`src/rtl/gir_pkg.sv`:
```
package gir_pkg;
  localparam int TYPE_W = 3;
  localparam logic [TYPE_W-1:0] TYPE_IDLE = 3'b000;

  function automatic logic type_is_rx(input logic [TYPE_W-1:0] t);
    return t[1:0] == 2'b11;
  endfunction

  function automatic logic type_is_tx(input logic [TYPE_W-1:0] t);
    return t[1:0] == 2'b10;
  endfunction

  // count source: 0 = none, 1 = receive level, 2 = transmit space
  function automatic logic [1:0] count_source(input logic [TYPE_W-1:0] t);
    if (type_is_rx(t)) return 2'd1;
    if (type_is_tx(t)) return 2'd2;
    return 2'd0;
  endfunction
endpackage

```
`src/rtl/gir_record.sv`:
```
module gir_record
  import gir_pkg::*;
#(
  parameter int NCH  = 4,
  parameter int CNTW = 3,
  localparam int CW  = $clog2(NCH)
) (
  input  logic                  clk,
  input  logic                  rst_n,
  input  logic                  iack_start,
  input  logic [CW-1:0]         win_chan,
  input  logic [TYPE_W-1:0]     win_type,
  input  logic [NCH*CNTW-1:0]   rx_count,
  input  logic [NCH*CNTW-1:0]   tx_space,
  output logic [CW-1:0]         rec_chan,
  output logic [TYPE_W-1:0]     rec_type,
  output logic [CNTW-1:0]       rec_cnt
);
  logic [CNTW-1:0] sel_rx_cnt, sel_tx_cnt, cap_cnt;

  assign sel_rx_cnt = rx_count[win_chan*CNTW +: CNTW];
  assign sel_tx_cnt = tx_space[win_chan*CNTW +: CNTW];

  always_comb begin
    case (count_source(win_type))
      2'd1:    cap_cnt = sel_rx_cnt;
      2'd2:    cap_cnt = sel_tx_cnt;
      default: cap_cnt = '0;
    endcase
  end

  always_ff @(posedge clk or negedge rst_n) begin
    if (!rst_n) begin
      rec_chan <= '0;
      rec_type <= TYPE_IDLE;
      rec_cnt  <= '0;
    end else if (iack_start) begin
      rec_chan <= win_chan;
      rec_type <= win_type;
      rec_cnt  <= cap_cnt;
    end
  end

  AST_REC_HOLD: assert property (@(posedge clk) disable iff (!rst_n)
    !iack_start |=> ($stable(rec_chan) && $stable(rec_type) && $stable(rec_cnt)));
  AST_REC_CAPTURE: assert property (@(posedge clk) disable iff (!rst_n)
    iack_start |=> (rec_chan == $past(win_chan) && rec_type == $past(win_type)));
  AST_CNT_ZERO_OTHER: assert property (@(posedge clk) disable iff (!rst_n)
    (iack_start && !type_is_rx(win_type) && !type_is_tx(win_type)) |=> rec_cnt == '0);
endmodule

```
`src/rtl/gir_decode.sv`:
```
module gir_decode #(
  parameter int AW = 8,
  parameter logic [AW-1:0] A_REC  = 8'h28,
  parameter logic [AW-1:0] A_CHAN = 8'h29,
  parameter logic [AW-1:0] A_CNT  = 8'h2A,
  parameter logic [AW-1:0] A_DATA = 8'h2B
) (
  input  logic          bus_sel,
  input  logic          bus_wr,
  input  logic [AW-1:0] bus_addr,
  output logic          rd_rec,
  output logic          rd_chan,
  output logic          rd_cnt,
  output logic          rd_data,
  output logic          wr_data
);
  logic rd_cyc, wr_cyc;

  assign rd_cyc  = bus_sel && !bus_wr;
  assign wr_cyc  = bus_sel && bus_wr;
  assign rd_rec  = rd_cyc && (bus_addr == A_REC);
  assign rd_chan = rd_cyc && (bus_addr == A_CHAN);
  assign rd_cnt  = rd_cyc && (bus_addr == A_CNT);
  assign rd_data = rd_cyc && (bus_addr == A_DATA);
  assign wr_data = wr_cyc && (bus_addr == A_DATA);

  always_comb begin
    AST_ONE_STROBE: assert ($onehot0({rd_rec, rd_chan, rd_cnt, rd_data, wr_data}));
  end
endmodule

```
`src/rtl/gir_steer.sv`:
```
module gir_steer
  import gir_pkg::*;
#(
  parameter int NCH = 4,
  parameter int DW  = 8,
  localparam int CW = $clog2(NCH)
) (
  input  logic               clk,
  input  logic               rst_n,
  input  logic               rd_data,
  input  logic               wr_data,
  input  logic [CW-1:0]      rec_chan,
  input  logic [TYPE_W-1:0]  rec_type,
  input  logic [NCH*DW-1:0]  rx_data,
  input  logic [DW-1:0]      bus_wdata,
  output logic [NCH-1:0]     rx_pop,
  output logic [NCH-1:0]     tx_push,
  output logic [DW-1:0]      tx_wdata,
  output logic [DW-1:0]      data_rd
);
  logic rx_ok, tx_ok;

  assign rx_ok = rd_data && type_is_rx(rec_type);
  assign tx_ok = wr_data && type_is_tx(rec_type);

  for (genvar c = 0; c < NCH; c++) begin : g_ch
    assign rx_pop[c]  = rx_ok && (rec_chan == CW'(c));
    assign tx_push[c] = tx_ok && (rec_chan == CW'(c));
  end

  assign tx_wdata = bus_wdata;
  assign data_rd  = rx_ok ? rx_data[rec_chan*DW +: DW] : {DW{1'b1}};

  AST_POP_ONEHOT: assert property (@(posedge clk) disable iff (!rst_n)
    $onehot0(rx_pop));
  AST_PUSH_ONEHOT: assert property (@(posedge clk) disable iff (!rst_n)
    $onehot0(tx_push));
  AST_POP_NEEDS_RX: assert property (@(posedge clk) disable iff (!rst_n)
    (rx_pop != '0) |-> type_is_rx(rec_type));
  AST_PUSH_NEEDS_TX: assert property (@(posedge clk) disable iff (!rst_n)
    (tx_push != '0) |-> type_is_tx(rec_type));
endmodule

```
`src/rtl/gir_router.sv`:
```
module gir_router
  import gir_pkg::*;
#(
  parameter int NCH  = 4,
  parameter int DW   = 8,
  parameter int AW   = 8,
  parameter int CNTW = 3,
  localparam int CW  = $clog2(NCH),
  localparam int REC_W = CW + TYPE_W + CNTW
) (
  input  logic                 clk,
  input  logic                 rst_n,
  input  logic                 iack_start,
  input  logic [CW-1:0]        win_chan,
  input  logic [TYPE_W-1:0]    win_type,
  input  logic [NCH*CNTW-1:0]  rx_count,
  input  logic [NCH*CNTW-1:0]  tx_space,
  input  logic                 bus_sel,
  input  logic                 bus_wr,
  input  logic [AW-1:0]        bus_addr,
  input  logic [DW-1:0]        bus_wdata,
  output logic [DW-1:0]        bus_rdata,
  input  logic [NCH*DW-1:0]    rx_data,
  output logic [NCH-1:0]       rx_pop,
  output logic [NCH-1:0]       tx_push,
  output logic [DW-1:0]        tx_wdata
);
  logic [CW-1:0]     rec_chan;
  logic [TYPE_W-1:0] rec_type;
  logic [CNTW-1:0]   rec_cnt;
  logic              rd_rec, rd_chan, rd_cnt, rd_data, wr_data;
  logic [DW-1:0]     data_rd;
  logic [REC_W-1:0]  rec_word;

  gir_record #(.NCH(NCH), .CNTW(CNTW)) u_record (
    .clk(clk), .rst_n(rst_n), .iack_start(iack_start),
    .win_chan(win_chan), .win_type(win_type),
    .rx_count(rx_count), .tx_space(tx_space),
    .rec_chan(rec_chan), .rec_type(rec_type), .rec_cnt(rec_cnt)
  );

  gir_decode #(.AW(AW)) u_decode (
    .bus_sel(bus_sel), .bus_wr(bus_wr), .bus_addr(bus_addr),
    .rd_rec(rd_rec), .rd_chan(rd_chan), .rd_cnt(rd_cnt),
    .rd_data(rd_data), .wr_data(wr_data)
  );

  gir_steer #(.NCH(NCH), .DW(DW)) u_steer (
    .clk(clk), .rst_n(rst_n), .rd_data(rd_data), .wr_data(wr_data),
    .rec_chan(rec_chan), .rec_type(rec_type), .rx_data(rx_data),
    .bus_wdata(bus_wdata), .rx_pop(rx_pop), .tx_push(tx_push),
    .tx_wdata(tx_wdata), .data_rd(data_rd)
  );

  assign rec_word = {rec_chan, rec_type, rec_cnt};

  always_comb begin
    bus_rdata = '0;
    if (rd_rec)  bus_rdata = DW'(rec_word);
    if (rd_chan) bus_rdata = DW'(rec_chan);
    if (rd_cnt)  bus_rdata = DW'(rec_cnt);
    if (rd_data) bus_rdata = data_rd;
  end

  AST_FF_NO_RX_CAUSE: assert property (@(posedge clk) disable iff (!rst_n)
    (rd_data && !type_is_rx(rec_type)) |-> (bus_rdata == {DW{1'b1}} && rx_pop == '0));
  AST_IDLE_BUS_QUIET: assert property (@(posedge clk) disable iff (!rst_n)
    !bus_sel |-> (bus_rdata == '0 && rx_pop == '0 && tx_push == '0));
endmodule

```
`config.mk`:
```
export PLATFORM = sky130hd
export DESIGN_NAME = gir_router
export DESIGN_NICKNAME = d
export VERILOG_FILES = /design/src/rtl/gir_pkg.sv /design/src/rtl/gir_record.sv /design/src/rtl/gir_decode.sv /design/src/rtl/gir_steer.sv /design/src/rtl/gir_router.sv
export SDC_FILE = /design/constraint.sdc
export NUM_CORES = 1
export LEC_CHECK = 0
export BUFFER_PORTS_ARGS = -buffer_cell sky130_fd_sc_hd__buf_2
export CAP_MARGIN = 20
export CELL_PAD_IN_SITES_DETAIL_PLACEMENT = 1
export CELL_PAD_IN_SITES_GLOBAL_PLACEMENT = 1
export CORE_ASPECT_RATIO = 0.9
export CORE_MARGIN = 4
export CORE_UTILIZATION = 21
export DETAILED_ROUTE_END_ITERATION = 8
export HOLD_SLACK_MARGIN = 0.1
export PLACE_DENSITY = 0.73
export SLEW_MARGIN = 40
export SYNTH_ARGS = -nofsm -noshare
export SYNTH_HDL_FRONTEND = slang
export SYNTH_SLANG_ARGS = --single-unit
```
`constraint.sdc`:
```
create_clock -name clk -period 1.5 [get_ports clk]
set_clock_uncertainty 0.1 [all_clocks]
set_input_delay 0.15 -clock clk [delete_from_list [all_inputs] [get_ports clk]]
set_output_delay 0.15 -clock clk [all_outputs]
set_load 0.01 [all_outputs]
```
# Word level (Yosys, flattened, before mapping)
# Cells that the tools add are included.
[totals]
ff_bits = 8
latch_bits = 0
ram_bits = 0
romBits = 0
inputBits = 82
output_inout_bits = 24
elab_cells = 52
mem_count = 0
[classes]
addsub = 0
mul = 1
div = 0
magnitude_cmp = 0
eq_ne = 13
shift = 3
mux = 13
bitwise_logic = 0
reduce_logical = 19
[op_table]
columns = ["cell", "count"]
rows = [
  ["8-bit 2-to-1 mux", 5],
  ["8-bit by 6-bit == test with 1-bit output (second input constant)", 4],
  ["32-bit by 6-bit variable part select with 8-bit output", 1],
  ["12-bit by 5-bit variable part select with 3-bit output", 2],
  ["1-bit logical AND", 17],
  ["2-bit == test (second input constant)", 7],
  ["2-bit 2-to-1 mux", 4],
  ["3-bit case mux with 2 select lines", 1],
  ["2-bit by 1-bit == test with 1-bit output (second input constant)", 2],
  ["2-bit by 2-bit multiplier with 4-bit output (second input constant)", 1],
  ["1-bit 2-to-1 mux", 3],
  ["2-bit logical NOT", 1],
  ["1-bit logical NOT", 1],
]

# Longest topological paths before layout
# Gate-level depths: netlist (run 1).
[depth]
depth_word = 7
depth_mapped = 6
depth_no_buf = 4

# By module
# A second synthesis (run 1) with hierarchy kept.
[unflattened]
cells_unflattened = 124
area_unflattened_um2 = 1146.1
[by_module_without_submodules]
columns = ["module", "n_inst", "cells_per_inst", "area_each_um2", "seq_area_each_um2"]
rows = [
  ["gir_record", 1, 47, 536.8, 200.2],
  ["gir_steer", 1, 51, 395.4, 0.0],
  ["gir_router", 1, 16, 135.1, 0.0],
  ["gir_decode", 1, 10, 78.8, 0.0],
]

# Worst setup path after synthesis (run 1)
# Ideal clock, no wire load.
[synth_path]
path_type = "input -> output"
from = "input bus_addr[4]"
to = "output rx_pop[0]"
t_arrival_ps = 1441
path_slack_ps = -191
cell_stages = 5
path_buffers = 1
cell_sequence = "nor4b_4 nand4b_4 or3_1 buf_2 nor3_1"
[synth_via]
elab_chain_cells = 4
[synth_rtl]
columns = ["element", "line", "rtl"]
rows = [
  ["from (decl)", "gir_router.sv:20", "input logic [AW-1:0] bus_addr,"],
  ["8-bit by 6-bit == test with 1-bit output", "gir_decode.sv:24", "assign rd_data = rd_cyc && (bus_addr == A_DATA);"],
  ["1-bit logical AND", "gir_decode.sv:24", ""],
  ["1-bit logical AND", "gir_steer.sv:23", "assign rx_ok = rd_data && type_is_rx(rec_type);"],
  ["1-bit logical AND", "gir_steer.sv:27", "assign rx_pop[c] = rx_ok && (rec_chan == CW'(c));"],
  ["to (decl)", "gir_router.sv:24", "output logic [NCH-1:0] rx_pop,"],
]
# Every way passes these cells.

# Worst setup path after layout (run 1)
[layout_path]
from = "register u_record.rec_chan[0]"
to = "output bus_rdata[5]"
[layout_via]
elab_chain_cells = 3
[layout_rtl]
columns = ["element", "line", "rtl"]
rows = [
  ["from (decl)", "gir_record.sv:15", "output logic [CW-1:0] rec_chan,"],
  ["from (signal assigned)", "gir_record.sv:38", "rec_chan <= win_chan;"],
  ["32-bit by 6-bit variable part select with 8-bit output", "gir_steer.sv:32", "assign data_rd = rx_ok ? rx_data[rec_chan*DW +: DW] : {DW{1'b1}};"],
  ["8-bit 2-to-1 mux", "gir_steer.sv:32", ""],
  ["8-bit 2-to-1 mux", "gir_router.sv:62", "if (rd_data) bus_rdata = data_rd;"],
  ["to (decl)", "gir_router.sv:22", "output logic [DW-1:0] bus_rdata,"],
]
# Every way passes these cells.

==> results.rst, run 1 <==
.. list-table::
   :header-rows: 1

   * - Metric
     - Value
   * - Run status
     - complete, but fails checks
   * - Failing checks
     - negative setup slack
   * - Die Footprint
     - 0.00626 mm²
   * - Post-Route Utilization
     - 36.9%
   * - Final Setup Violations
     - 16
   * - Count of flip-flops with a built-in enable after synthesis
     - 0
   * - Data required time at the worst endpoint
     - 1.25 ns
   * - Number of different library cells in the post-synthesis netlist
     - 32
   * - Sequential power share
     - 28.2%
   * - Synth Cell Area
     - 0.00106 mm²
   * - Synth Register Bits
     - 8
   * - Post-synthesis share of cell area spent on xor and xnor gates
     - 0%
   * - Relative max-transition margin
     - 72.3%
   * - Drt initial violations
     - 18
   * - Area of all placed cells without fillers
     - 0.00180 mm²
   * - Global routing usage summed across all routing layers
     - 12.8%
   * - Clock slew at reported path FFs
     - 0.04 ns
   * - Detailed Routing Iterations Pass 1
     - 4
   * - Sequential element share of the synthesized area
     - 18.9%
   * - Bufs on Longest Clock Path
     - 2
   * - Vias per cell
     - 4.59
   * - Root buf cell
     - sky130_fd_sc_hd__clkbuf_8
   * - Antenna violations before repair
     - 0
   * - H-tree Lvls
     - 1
   * - Initial cell density of the core
     - 21.8%
   * - Insertion delay to the later sink of the worst-skew pair
     - 0.22 ns
   * - Synth Area in Simple Gates
     - 26.4%
   * - Post-detailed-route DRC marker count
     - 0
   * - Critical path start-end classification
     - reg2out
   * - Mean post-synth cell area
     - 8.92 µm²
   * - Routing usage on met3
     - 3.89%
   * - Ys flop type
     - sky130_fd_sc_hd__dfrtp_1
   * - Num Clock Sinks
     - 8
   * - Final layout net count
     - 305
   * - Element type at the critical path start
     - flip-flop
   * - Slowest cell on the critical path
     - sky130_fd_sc_hd__mux4_2
   * - Die Span X
     - 82.9 µm
   * - Gr ovfl total
     - 0
   * - Count of antenna-violating nets left after detailed routing
     - 0
   * - Ant diodes
     - 0
   * - Mux cell area share after synthesis
     - 28.1%
   * - Synthesis-to-finish area growth
     - 69.2%
   * - Static Leakage
     - 0.912 nW
   * - Number of global-route vias before repair
     - 1383
   * - Synthesized-area fraction occupied by ao, oa, aoi and oai cells
     - 15.6%
   * - Core area
     - 0.00486 mm²
   * - Vias post-DR
     - 1313
   * - Adder-cell area share of the yosys netlist
     - 0%
   * - Overall power consumption
     - 925 µW
   * - Placed cell areas
     - 0.00162 mm²
   * - Pins Over Slew Limit
     - 0
   * - Max IR drop VDD
     - 0.245 mV
   * - Aggregate routed wire length
     - 4160 µm
   * - Global-route wire length before repair
     - 6420 µm
   * - # rows
     - 24
   * - Async S/R FF share, synth
     - 100%
   * - Aggregate negative setup slack
     - -4.33 ns
   * - Final worst-path setup slack
     - -0.395 ns
   * - Share of post-route cells with drive strength above 1
     - 65.2%
   * - Cell internal pwr
     - 658 µW
   * - CTS tree
     - done
   * - Part of the total power dissipated in combinational logic
     - 44.4%
   * - Die Ht
     - 75.4 µm
   * - Global-route track usage on met2
     - 23.9%
   * - Transition time at the pin with the least slew margin
     - 0.405 ns
   * - Net Switching
     - 267 µW
   * - Share of the cycle needed by the critical path after routing
     - 126%
   * - Largest net degree at the start of global routing
     - 14
   * - Input/output buffers
     - 89
   * - Fin crit period
     - 1.89 ns
   * - Final Hold Violating Endpoints
     - 0
   * - Leading post-synthesis cells by cell area
     - sky130_fd_sc_hd__mux4_2 19%, sky130_fd_sc_hd__dfrtp_1 19%, sky130_fd_sc_hd__buf_4 7.1%
   * - Crit path capture type
     - output port
   * - Highest Clock Rate
     - 528 MHz
   * - Met1 Track Usage GR
     - 14.6%
   * - Yosys Warn Count
     - 0
   * - Number of buffers added by the clock tree synthesis step
     - 3
   * - PD cells
     - 515 mW/mm²
   * - Grt peak-use layer
     - met2
   * - Yosys top cell by area
     - sky130_fd_sc_hd__mux4_2
   * - Max-capacitance violation count
     - 0
   * - Worst-case hold slack
     - 0.134 ns
   * - Largest incremental delay on the critical path
     - 0.51 ns
   * - Hold Path Class
     - in2reg
   * - Placer congestion estimate
     - 0.800
   * - Top fanout value on the critical path
     - 6
   * - Average wire length per cell after detail routing
     - 14.5 µm
   * - HPWL after DPL
     - 3530 µm
   * - Synthesized instance count
     - 119
   * - Worst Path Arrival
     - 1.64 ns
   * - Area fraction of the dominant cell type after synthesis
     - 19.1%
   * - Switching power as a share of total power
     - 28.8%
   * - Post-synth net total
     - 201
   * - I/O pin cnt
     - 106
   * - Cell-by-cell listing of the critical path
     - buf_6 > mux4_2 > nor2_1 > o22ai_1 > buf_2
   * - Proportion of power drawn by the clock network
     - 27.4%
   * - Setup repair after global routing missed its margin
     - yes
   * - Main combinational cell family by area after synthesis
     - multiplexers
==> critical path: cells and delay by family, from the launching register on <==
kind	cells	cell delay [ns]
flip-flops	1	0.41
multiplexers	1	0.51
AO/OA/AOI/OAI	1	0.08
AND/OR/NAND/NOR	1	0.11
buffers and inverters	2	0.31
==> metrics by stage <==
stage | instances | setup WS [ns]
after floorplan | 119 | -0.0687
after global placement | 274 | -0.257
after detailed placement | 274 | -0.292
after CTS | 282 | -0.405
after global routing | 286 | -0.489
final | 286 | -0.395
==> power by group through the flow <==
stage | combinational [mW] | clock, mW | sequential (mW)
2_1_floorplan | 0.221 | 0 | 0.250
3_3_place_gp | 0.359 | 0 | 0.260
3_5_place_dp | 0.368 | 0 | 0.261
4_1_cts | 0.388 | 0.263 | 0.260
5_1_grt | 0.455 | 0.276 | 0.265
6_report | 0.410 | 0.254 | 0.261
==> logic make-up after synthesis <==
family / count (synthesis)
compound gates: 23
buf+inv: 20
flops: 8
mux: 18
simple gates: 50
==> layer usage <==
| metal | wire length, µm | part of all wire (%) |
|---|---|---|
| met5 | 0 | 0 |
| met4 | 21 | 0.51 |
| met3 | 258 | 6.2 |
| met2 | 2290 | 55 |
| met1 | 1590 | 38 |
==> cell usage in the layout, fill, tap and decap left out, drive strengths merged, types with 2 or more instances in the layout <==
| cell | n |
|---|---|
| mux2 | 4 |
| nor3b | 2 |
| dlygate4sd3 | 2 |
| dfrtp | 8 |
| mux4 | 9 |
| a211oi | 4 |
| clkbuf | 3 |
| nor2b | 5 |
| a31oi | 2 |
| buf | 114 |
| o21ai | 2 |
| o22ai | 5 |
| nor4b | 2 |
| mux2i | 5 |
| nor2 | 18 |
| nand2b | 3 |
| o21a | 2 |
| inv | 3 |
| nor3 | 2 |
| a32o | 2 |
| and3b | 2 |
| nand2 | 12 |
| o31ai | 2 |
==> cell usage after synthesis (2+ instances only) <==
library cell	count
sky130_fd_sc_hd__nor2_1	18
sky130_fd_sc_hd__nand2_1	12
sky130_fd_sc_hd__buf_4	10
sky130_fd_sc_hd__mux4_2	9
sky130_fd_sc_hd__dfrtp_1	8
sky130_fd_sc_hd__mux2i_1	5
sky130_fd_sc_hd__nor2b_1	5
sky130_fd_sc_hd__o22ai_1	5
sky130_fd_sc_hd__a211oi_1	4
sky130_fd_sc_hd__buf_2	4
sky130_fd_sc_hd__mux2_2	4
sky130_fd_sc_hd__clkbuf_1	3
sky130_fd_sc_hd__inv_1	3
sky130_fd_sc_hd__nand2b_1	3
sky130_fd_sc_hd__a31oi_1	2
sky130_fd_sc_hd__a32o_1	2
sky130_fd_sc_hd__and3b_1	2
sky130_fd_sc_hd__nor3_1	2
sky130_fd_sc_hd__nor3b_1	2
sky130_fd_sc_hd__o21a_1	2
sky130_fd_sc_hd__o21ai_0	2
sky130_fd_sc_hd__o31ai_1	2
==> cell type report <==
class	instances	area [µm²]
clock buffers	3	41.3
well taps	65	81.3
multi-input cells	91	788
fillers	638	3070
repair buffers	116	673
flip-flops and latches	8	200
inverters	3	11.3
==> registers in the layout, indices dropped and copies added (netlist names) <==
name               cells
u_record.rec_chan      2
u_record.rec_cnt       3
u_record.rec_type      3
==> worst paths after layout <==
kind | startpoint | slack, ns | cells after the start | to
min in group asynchronous | rst_n | 0.20 | 2 | u_record.rec_chan[1]
max in group asynchronous | rst_n | 0.92 | 2 | u_record.rec_type[1]
worst min-delay path | win_chan[1] | 0.13 | 2 | u_record.rec_chan[1]
worst max-delay path | u_record.rec_chan[0] | -0.39 | 5 | bus_rdata[5]
worst max register to register | u_record.rec_chan[0] | 0.33 | 3 | u_record.rec_chan[0]
worst min register to register | u_record.rec_cnt[0] | 0.40 | 1 | u_record.rec_cnt[0]
==> timing repair <==
| item | CTS | global route |
|---|---|---|
| setup buffers | 3 | 4 |
| gates cloned | 0 | 0 |
| endpoints found under the hold margin | 9 | 0 |
| pin swaps | 9 | 7 |
| resized for setup | 6 | 9 |
| endpoints found under the setup margin | 16 | 16 |
| hold buffers | 2 | 0 |
No activity file was read; power rests on OpenSTA's default activity.
==> run 2: changes to the inputs <==
Settings changed: BUFFER_PORTS_ARGS -buffer_cell sky130_fd_sc_hd__buf_2 to -buffer_cell sky130_fd_sc_hd__buf_4.
==> results.rst, run 2 (synthesis gave the netlist of run 1 again) <==
.. list-table::
   :header-rows: 1

   * - Metric
     - Value
   * - Largest registers in the final layout
     - u_record.rec_cnt x3, u_record.rec_type x3, u_record.rec_chan x2 (unchanged)
   * - Insertion delay to the later sink of the worst-skew pair
     - 0.23 ns (was 0.22 ns)
   * - Gr ovfl total
     - 0 (unchanged)
   * - Num Clock Sinks
     - 8 (unchanged)
   * - Initial cell density of the core
     - 21.8% (unchanged)
   * - Hold Path Class
     - in2reg (unchanged)
   * - Share of the cycle needed by the critical path after routing
     - 127% (was 126%)
   * - Final worst-path setup slack
     - -0.401 ns (was -0.395 ns)
   * - Synthesis-to-finish area growth
     - 90.8% (was 69.2%)
   * - Number of global-route vias before repair
     - 1343 (was 1383)
   * - Largest net degree at the start of global routing
     - 14 (unchanged)
   * - Critical path start-end classification
     - reg2out (unchanged)
   * - Data required time at the worst endpoint
     - 1.25 ns (about the same)
   * - Input/output buffers
     - 89 (unchanged)
   * - Average wire length per cell after detail routing
     - 15.3 µm (was 14.5 µm)
   * - Vias per cell
     - 4.55 (was 4.59)
   * - Setup Slack @ Placement
     - -0.304 ns (was -0.292 ns)
   * - Filler cell count in the final layout
     - 584 (was 638)
   * - Final Setup Violations
     - 16 (unchanged)
   * - Worst-case hold slack
     - 0.118 ns (was 0.134 ns)
   * - Static Leakage
     - 0.959 nW (was 0.912 nW)
   * - I/O pin cnt
     - 106 (unchanged)
   * - Core area
     - 0.00486 mm² (unchanged)
   * - Placed cell areas
     - 0.00184 mm² (was 0.00162 mm²)
   * - Number of standard cells in the layout, taps in and fillers out
     - 285 (was 286)
   * - Highest Clock Rate
     - 526 MHz (was 528 MHz)
   * - Placer congestion estimate
     - 0.834 (was 0.800)
   * - Transition time at the pin with the least slew margin
     - 0.436 ns (was 0.405 ns)
   * - Final Hold Violating Endpoints
     - 0 (unchanged)
   * - Overall power consumption
     - 981 µW (was 925 µW)
   * - Drt initial violations
     - 34 (was 18)
   * - Clock slew at reported path FFs
     - 0.04 ns (about the same)
   * - Aggregate routed wire length
     - 4350 µm (was 4160 µm)
   * - Top fanout value on the critical path
     - 5 (was 6)
   * - Cell Count Post-Placement
     - 273 (was 274)
   * - Die Ht
     - 75.4 µm (unchanged)
   * - Vias post-DR
     - 1296 (was 1313)
   * - Bufs on Longest Clock Path
     - 2 (unchanged)
   * - Pins Over Slew Limit
     - 0 (unchanged)
   * - Root buf cell
     - sky130_fd_sc_hd__clkbuf_8 (unchanged)
   * - Most common library cell in the layout ignoring fill and taps
     - sky130_fd_sc_hd__buf_4 (was sky130_fd_sc_hd__buf_2)
   * - Global-route wire length before repair
     - 6490 µm (was 6420 µm)
   * - Fin crit period
     - 1.90 ns (was 1.89 ns)
   * - Crit path capture type
     - output port (unchanged)
   * - Number of buffers added by the clock tree synthesis step
     - 3 (unchanged)
   * - Count of antenna-violating nets left after detailed routing
     - 0 (unchanged)
   * - Post-Route Utilization
     - 41.6% (was 36.9%)
   * - Leading cell types in the layout, fill and taps excluded
     - 106 x sky130_fd_sc_hd__buf_4, 12 x sky130_fd_sc_hd__nor2_1, 12 x sky130_fd_sc_hd__nand2_1 (was 87 x sky130_fd_sc_hd__buf_2, 23 x sky130_fd_sc_hd__buf_4, 12 x sky130_fd_sc_hd__nor2_1, 12 x sky130_fd_sc_hd__nand2_1, 9 x sky130_fd_sc_hd__mux4_2)
   * - Share of post-route cells with drive strength above 1
     - 65.5% (was 65.2%)
   * - HPWL after DPL
     - 3620 µm (was 3530 µm)
   * - Run status
     - complete, but fails checks (unchanged)
   * - Failing checks
     - negative setup slack (unchanged)
   * - Max-capacitance violation count
     - 0 (unchanged)
   * - Final layout net count
     - 304 (was 305)
   * - PD cells
     - 484 mW/mm² (was 515 mW/mm²)
   * - Setup repair after global routing missed its margin
     - yes (unchanged)
   * - # rows
     - 24 (unchanged)
   * - Area of all placed cells without fillers
     - 0.00202 mm² (was 0.00180 mm²)
   * - H-tree Lvls
     - 1 (unchanged)
   * - Die Span X
     - 82.9 µm (unchanged)
   * - Detailed Routing Iterations Pass 1
     - 2 (was 4)
   * - Die Footprint
     - 0.00626 mm² (unchanged)
   * - Antenna violations before repair
     - 0 (unchanged)
   * - Aggregate negative setup slack
     - -4.20 ns (was -4.33 ns)
   * - Worst Path Arrival
     - 1.65 ns (was 1.64 ns)
   * - Relative max-transition margin
     - 70.2% (was 72.3%)
   * - Ant diodes
     - 0 (unchanged)
   * - Max IR drop VDD
     - 0.543 mV (was 0.245 mV)
   * - Post-detailed-route DRC marker count
     - 0 (unchanged)
   * - Global routing usage summed across all routing layers
     - 12.8% (about the same)
   * - Element type at the critical path start
     - flip-flop (unchanged)
   * - CTS tree
     - done (unchanged)
## run 2: changes by cell type in the layout (fill, tap and decap cells not counted)
cell                            before  now
sky130_fd_sc_hd__nand2b_4            0    1
sky130_fd_sc_hd__buf_6               4    6
sky130_fd_sc_hd__buf_2              87    0
sky130_fd_sc_hd__dfrtp_1             8    7
sky130_fd_sc_hd__dlygate4sd3_1       2    3
sky130_fd_sc_hd__nand2b_1            3    2
sky130_fd_sc_hd__dfrtp_2             0    1
sky130_fd_sc_hd__buf_4              23  106
## run 2: repair_timing
item,CTS,global route
setup buffers,3,3
gates resized for setup,12,7
endpoints found under the hold margin,10,0
endpoints found under the setup margin,16,16
gates cloned,0,0
pin swaps,8,2
hold buffers,3,0
## run 2: cell type report
class	instances	area [µm²]	area share (%)
repair buffers	115	893	44.1
multi-input cells	91	796	39.3
flip-flops and latches	8	201	9.95
well taps	65	81.3	4.02
clock buffers	3	41.3	2.04
inverters	3	11.3	0.556
## run 2: where the power goes
| group | leakage, nW | total (mW) | internal (mW) | switching [mW] |
|---|---|---|---|---|
| Sequential | 0.0965 | 0.262 | 0.240 | 0.0223 |
| Clock | 0.0216 | 0.252 | 0.173 | 0.0789 |
| Combinational | 0.841 | 0.467 | 0.300 | 0.167 |
## run 2: worst paths after layout
kind                            cells after the start  slack [ns]            startpoint                   end
worst max-delay path                                5       -0.40  u_record.rec_chan[0]          bus_rdata[3]
worst min-delay path                                2        0.12           win_chan[1]  u_record.rec_chan[1]
worst max register to register                      2        0.39  u_record.rec_chan[1]  u_record.rec_chan[1]
worst min register to register                      2        0.39   u_record.rec_cnt[1]   u_record.rec_cnt[1]
max in group asynchronous                           2        0.97                 rst_n  u_record.rec_chan[0]
min in group asynchronous                           2        0.19                 rst_n  u_record.rec_type[2]
## run 2: worst max-delay path: stages (launching register included)
cell and delay (ns):
sky130_fd_sc_hd__dfrtp_2 0.40, sky130_fd_sc_hd__buf_6 0.15, sky130_fd_sc_hd__mux4_2 0.51, sky130_fd_sc_hd__nor2_1 0.10, sky130_fd_sc_hd__o22ai_1 0.10, sky130_fd_sc_hd__buf_4 0.15
## run 2: routing by layer
metal	track usage, %	vias to the layer above	part of all wire, %
met2	23.3	42	53
met4	1.63	0	0.60
met1	15.6	612	40
li1	-	640	-
met5	0	-	0
met3	3.89	2	6.1
